===== src/rtl/pmp_access_check.sv =====
module pmp_access_check #(
  parameter int NUM_ENTRIES = 8,
  parameter int ADDR_W      = 32,
  parameter int SIZE_W      = 4
) (
  input  logic [ADDR_W-1:0]             req_addr,
  input  logic [SIZE_W-1:0]             req_size,
  input  logic [2:0]                    req_perm,
  input  logic [1:0]                    req_priv,
  input  logic [NUM_ENTRIES*ADDR_W-1:0] ent_lo,
  input  logic [NUM_ENTRIES*ADDR_W-1:0] ent_hi,
  input  logic [NUM_ENTRIES*5-1:0]      ent_cfg,
  input  logic [NUM_ENTRIES-1:0]        ent_locked,
  output logic                          access_ok
);
  localparam int CFG_W = 5;
  localparam logic [1:0] PRIV_M = 2'd3;

  logic [ADDR_W-1:0]      last_byte;
  logic [NUM_ENTRIES-1:0] active, first_in, last_in, touch, full, sel;
  logic                   any_active, is_m;
  logic                   ch_full, ch_lock;
  logic [2:0]             ch_rwx;
  logic                   perm_ok;

  assign last_byte = req_addr + ADDR_W'(req_size) - ADDR_W'(1);
  assign is_m      = (req_priv == PRIV_M);

  for (genvar i = 0; i < NUM_ENTRIES; i++) begin : g_ent
    logic [ADDR_W-1:0] lo, hi;
    assign lo          = ent_lo[i*ADDR_W +: ADDR_W];
    assign hi          = ent_hi[i*ADDR_W +: ADDR_W];
    assign active[i]   = |ent_cfg[i*CFG_W+3 +: 2];
    assign first_in[i] = active[i] && (req_addr >= lo) && (req_addr <= hi);
    assign last_in[i]  = active[i] && (last_byte >= lo) && (last_byte <= hi);
  end

  assign touch      = first_in | last_in;
  assign full       = first_in & last_in;
  assign sel        = touch & (~touch + NUM_ENTRIES'(1));
  assign any_active = |active;

  always_comb begin
    ch_full = 1'b0;
    ch_lock = 1'b0;
    ch_rwx  = 3'b000;
    for (int i = 0; i < NUM_ENTRIES; i++) begin
      if (sel[i]) begin
        ch_full = full[i];
        ch_lock = ent_locked[i];
        ch_rwx  = ent_cfg[i*CFG_W +: 3];
      end
    end
  end

  assign perm_ok = ((req_perm & ~ch_rwx) == 3'b000);

  always_comb begin
    if (!any_active)          access_ok = 1'b1;
    else if (sel == '0)       access_ok = is_m;
    else if (!ch_full)        access_ok = 1'b0;
    else if (is_m && !ch_lock) access_ok = 1'b1;
    else                      access_ok = perm_ok;
  end

  always_comb begin
    p_all_off_allows_r1: assert (any_active || access_ok);
    p_single_winner_r3: assert ($onehot0(sel));
    p_off_never_wins_r2: assert ((sel & ~active) == '0);
    p_straddle_denied_r4: assert (!((sel != '0) && ((sel & full) == '0) && any_active) || !access_ok);
    p_nomatch_default_r8: assert (!(any_active && touch == '0) || (access_ok == is_m));
    p_unlocked_machine_r6: assert (!(any_active && (sel & full) != '0 && is_m && !ch_lock) || access_ok);
  end
endmodule


===== config.mk =====
export PLATFORM = sky130hd
export DESIGN_NAME = pmp_access_check
export DESIGN_NICKNAME = d
export VERILOG_FILES = /design/src/rtl/pmp_access_check.sv
export SDC_FILE = /design/constraint.sdc
export NUM_CORES = 1
export LEC_CHECK = 0
export BUFFER_PORTS_ARGS = -buffer_cell sky130_fd_sc_hd__buf_4
export CORE_MARGIN = 5
export CORE_UTILIZATION = 38
export DETAILED_ROUTE_END_ITERATION = 8
export MAX_ROUTING_LAYER = met4
export SYNTH_ARGS = -nofsm -noshare
export SYNTH_HDL_FRONTEND = slang
export SYNTH_SLANG_ARGS = --single-unit

===== constraint.sdc =====
create_clock -name vclk -period 20.8
set_clock_uncertainty 0.15 [all_clocks]
set_input_delay 2.08 -clock vclk [all_inputs]
set_output_delay 2.08 -clock vclk [all_outputs]
set_load 0.01 [all_outputs]

# --- After elaboration in Yosys (flattened, before gate mapping) ---
# Cells that the tools add are included.
word_totals:
  output_inout_bits: 1
  regBits: 0
  elab_cells: 115
  input_bits: 601
classes:
  n_reduce_logical: 45
  addsub: 3
  eq_ne: 1
  order_cmp: 32
  n_bitwise: 6
  mux: 28
op_table:
  columns: ["cell", "n"]
  rows:
  - ["$ge 32x32->1", 16]
  - ["$le 32x32->1", 16]
  - ["$logic_and 1x1->1", 33]
  - ["$add 32x4->32", 1]
  - ["$sub 32x1->32 const B", 1]
  - ["$mux 3", 8]
  - ["$mux 1", 20]
  - ["$and 8x8->8", 2]
  - ["$reduce_or 16->1", 1]
  - ["$reduce_or 2->1", 8]
  - ["$add 8x1->8 const B", 1]
  - ["$logic_not 8->1", 1]
  - ["$not 8->8", 1]
  - ["$or 8x8->8", 1]
  - ["$and 3x3->3", 1]
  - ["$logic_not 3->1", 1]
  - ["$not 3->3", 1]
  - ["$eq 2x2->1 const B", 1]
  - ["$logic_not 1->1", 1]

# --- Longest topological paths before layout ---
logic_depth:
  depth_word: 24
  mapped_depth: 32

# --- Worst setup path before layout ---
# No wires, ideal clock.
synth_timing:
  kind: "input to output"
  startpoint: "input port req_addr[0]"
  endpoint: "output port access_ok"
  t_arrival_ps: 8243
  n_path_buf: 0
  required_ps: 18570
  stages: 31
  setup_slack_ps: 10327
  cell_sequence: "inv_1 -> ha_1 -> inv_1 -> ha_1 -> inv_1 -> fa_1 -> nor2b_1 -> o31a_1 -> o211a_1 -> o21ai_1 -> nand3_1 -> a31oi_1 -> a21oi_1 -> a221o_1 -> a21o_1 -> nand2_1 -> a31oi_1 -> xnor2_1 -> ha_1 -> and2_1 -> a2111oi_0 -> o211a_1 -> o2111ai_1 -> nand2_1 -> nand2_1 -> and2_1 -> nor4_2 -> a221o_2 -> o32a_1 -> o31ai_1 -> a31o_1"
synth_via:
  elab_chain_cells: 24
  word_cells_on_any_way: 105
synth_rtl:
  columns: ["item", "line_no", "rtl"]
  rows:
  - ["start: declaration", "6", "input logic [ADDR_W-1:0] req_addr,"]
  - ["$add 32x4->32", "26", "assign last_byte = req_addr + ADDR_W'(req_size) - ADDR_W'(1);"]
  - ["$sub 32x1->32", "26", null]
  - ["$ge 32x32->1", "35", "assign last_in[i] = active[i] && (last_byte >= lo) && (last_byte <= hi);"]
  - ["$logic_and 1x1->1 (2 in a row)", "35", null]
  - ["$or 8x8->8", "38", "assign touch = first_in | last_in;"]
  - ["$not 8->8", "40", "assign sel = touch & (~touch + NUM_ENTRIES'(1));"]
  - ["$add 8x1->8", "40", null]
  - ["$and 8x8->8", "40", null]
  - ["$mux 3 (8 in a row)", "48", "if (sel[i]) begin"]
  - ["$not 3->3", "56", "assign perm_ok = ((req_perm & ~ch_rwx) == 3'b000);"]
  - ["$and 3x3->3", "56", null]
  - ["$logic_not 3->1", "56", null]
  - ["$mux 1", "62", "else if (is_m && !ch_lock) access_ok = 1'b1;"]
  - ["$mux 1", "61", "else if (!ch_full) access_ok = 1'b0;"]
  - ["$mux 1 (*)", "60", "else if (sel == '0) access_ok = is_m;"]
  - ["$mux 1 (*)", "59", "if (!any_active) access_ok = 1'b1;"]
  - ["end: declaration", "14", "output logic access_ok"]
# Mark *: on every way between the ends. The rest lies on a longest branch, timed or not.

# --- Worst setup path in the final report ---
layout_timing:
  startpoint: "input port req_addr[3]"
  endpoint: "output port access_ok"
# The elaborated chain is that of the path after synthesis.

==> results.ini <==
[run_status]
status=completed

[layout]
drive_gt1_share_pct=17.3
seq_cells=0
fill_cells=6835
multi_input_area_sq_um=24000
syn2layout_area_growth_pct=23.5
n_clock_buffer=0
nets=5705
regArea_sq_um=0

[sta]
fin_crit_sh_pct=57.0
tightestPinTransition_ns=1.33
tns_ns=0
finalMaxSlewViolations=0
rsz0062_at_grt=false
max_clock_freq_mhz=84.3
slew-limit-headroom_pct=11.1
period_minus_slack_ns=11.86
setup_viol=0
finalHoldViolations=0

[floorplan]
core-area_sq_um=67400
initial_core_util_pct=38.5
rows=95
die_width_um=271
dieArea_sq_um=73500
die_y_um=271
io_pins=602

[detailed_routing]
ant_nets=0
detail_route.wl_per_cell_um=25.1
wl_um=124000
dr.pass1.iters=6
via_per_inst=5.84
via_count=28732
drcViolationCount=0
dr.first_iter.drc_count=2431

[global_routing]
grt_util_all_layers_pct=32.3
overflow=0
grt_max_degree=19
antenna_found_initial=3
grt_first_pass_wirelength_um=176000
grt_pass1_vias=27310

[logic_synthesis]
synth_nets=5066
yosysMostFrequentCell=ha_1
ys.warnings.count=0
synth_area_leader_cell=ha_1
synth_area_sq_um=25900
yosys.cell_types.count=83
syn_avg_cell_area_sq_um=7.61
ys_seq_area_share_pct=0
netlist.area_leader.share_pct=51.1
synthCells=3406
synth_commonest_cells=ha_1 (1058), inv_1 (577), a21oi_1 (301)
synthTopCellsByArea=ha_1 (51%), inv_1 (8.4%), a21oi_1 (5.8%)

[placed_design]
port_buffers=602
place_congestion=1.01
dp_hpwl_um=104000

[critical_path]
arrival_ns=9.63
slowest_delay_ns=0.69
crit_top_cell=nand2_1
crit_path_end=access_ok
start_kind=input port
startpoint=req_addr[3]
critPathSlowestCell=a2111oi_0
end_kind=primary output
cp_max_fo=17
crit_type=in2out
worstPathRequired_ns=18.57

[cts]
holdBufCountCts=0
cts_setup_buffers=0
cts.repair.resized=0

[run]
maxCapViolations=0

[worst_hold_path]
hp-class=in2out

worst min path at each step:
stage / end / slack (ns) / depth (start not counted) / startpoint
3_3_place_gp: access_ok / 4.78 / 5 / ent_cfg[27]
3_5_place_dp: access_ok / 4.76 / 5 / ent_cfg[27]
4_1_cts: access_ok / 4.77 / 5 / ent_cfg[27]
5_1_grt: access_ok / 4.84 / 5 / ent_cfg[27]
6_report: access_ok / 4.76 / 5 / ent_cfg[27]
2_1_floorplan: access_ok / 4.30 / 3 / req_perm[2]
kinds of logic after synthesis:
| logic type | count (synthesis) | share of synthesized area, % |
|---|---|---|
| fa+ha+maj | 1059 | 51.1 |
| compound gates | 952 | 23.7 |
| simple gates | 787 | 15.7 |
| buf+inv | 578 | 8.37 |
| xor+xnor | 27 | 0.912 |
| mux | 3 | 0.116 |
cell usage in the layout (no fill, tap or decap), drive strengths merged, types with 5 or more instances in the layout:
cell type	Yosys	final
a22oi	7	7
a221o	11	11
a221oi	20	20
o221ai	10	10
nand2b	24	24
a2111oi	24	24
and2	15	15
inv	577	577
or2	12	12
o31ai	12	12
a31oi	26	26
xor2	11	11
nor3	59	59
or4	7	7
nand3	85	85
and4	19	19
nor2	132	132
nor2b	27	27
a21o	137	137
a211o	13	13
a211oi	62	62
buf	0	638
o2111ai	7	7
xnor2	16	16
or3	7	7
o21ai	182	182
and3	22	22
o211a	7	7
nor4	22	22
nand4	156	156
o21bai	11	11
o311ai	5	5
o21a	29	29
a21oi	302	302
o211ai	46	46
nand2	190	190
ha	1058	1058
worst max-delay path, delay by kind of cell:
kind                     cells  cell delay [ns]
AND/OR/NAND/NOR              8             1.35
adder cells (fa/ha/maj)      3             0.92
buffers and inverters        5             0.90
XOR/XNOR                     1             0.33
AO/OA/AOI/OAI               15             4.00
routing by layer:
layer  GRT usage, %  part of all wire [%]
met1           44.6                    46
met2           50.8                    44
met3           3.51                   7.7
met4           7.46                   3.1
met5              -                     0
cell type report:
class | instances | share of cell area [%]
Timing Repair Buffer | 638 | 15.0
Antenna cell | 3 | 0.0234
Multi-Input combinational cell | 2828 | 74.8
Inverter | 577 | 6.76
Tap cell | 873 | 3.41
metrics by stage:
| stage | instances | hold slack, ns | utilization, % | area (sq um) | worst slack [ns] |
|---|---|---|---|---|---|
| final | 4919 | 4.76 | 47.5 | 32000 | 8.94 |
| after detailed placement | 4916 | 4.76 | 47.5 | 32000 | 9.07 |
| after floorplan | 3406 | 4.30 | - | 25900 | 10.33 |
| after CTS | 4916 | 4.77 | 47.5 | 32000 | 9.05 |
| after global routing | 4918 | 4.84 | 47.5 | 32000 | 8.47 |
| after global placement | 4916 | 4.78 | 47.5 | 32000 | 9.24 |
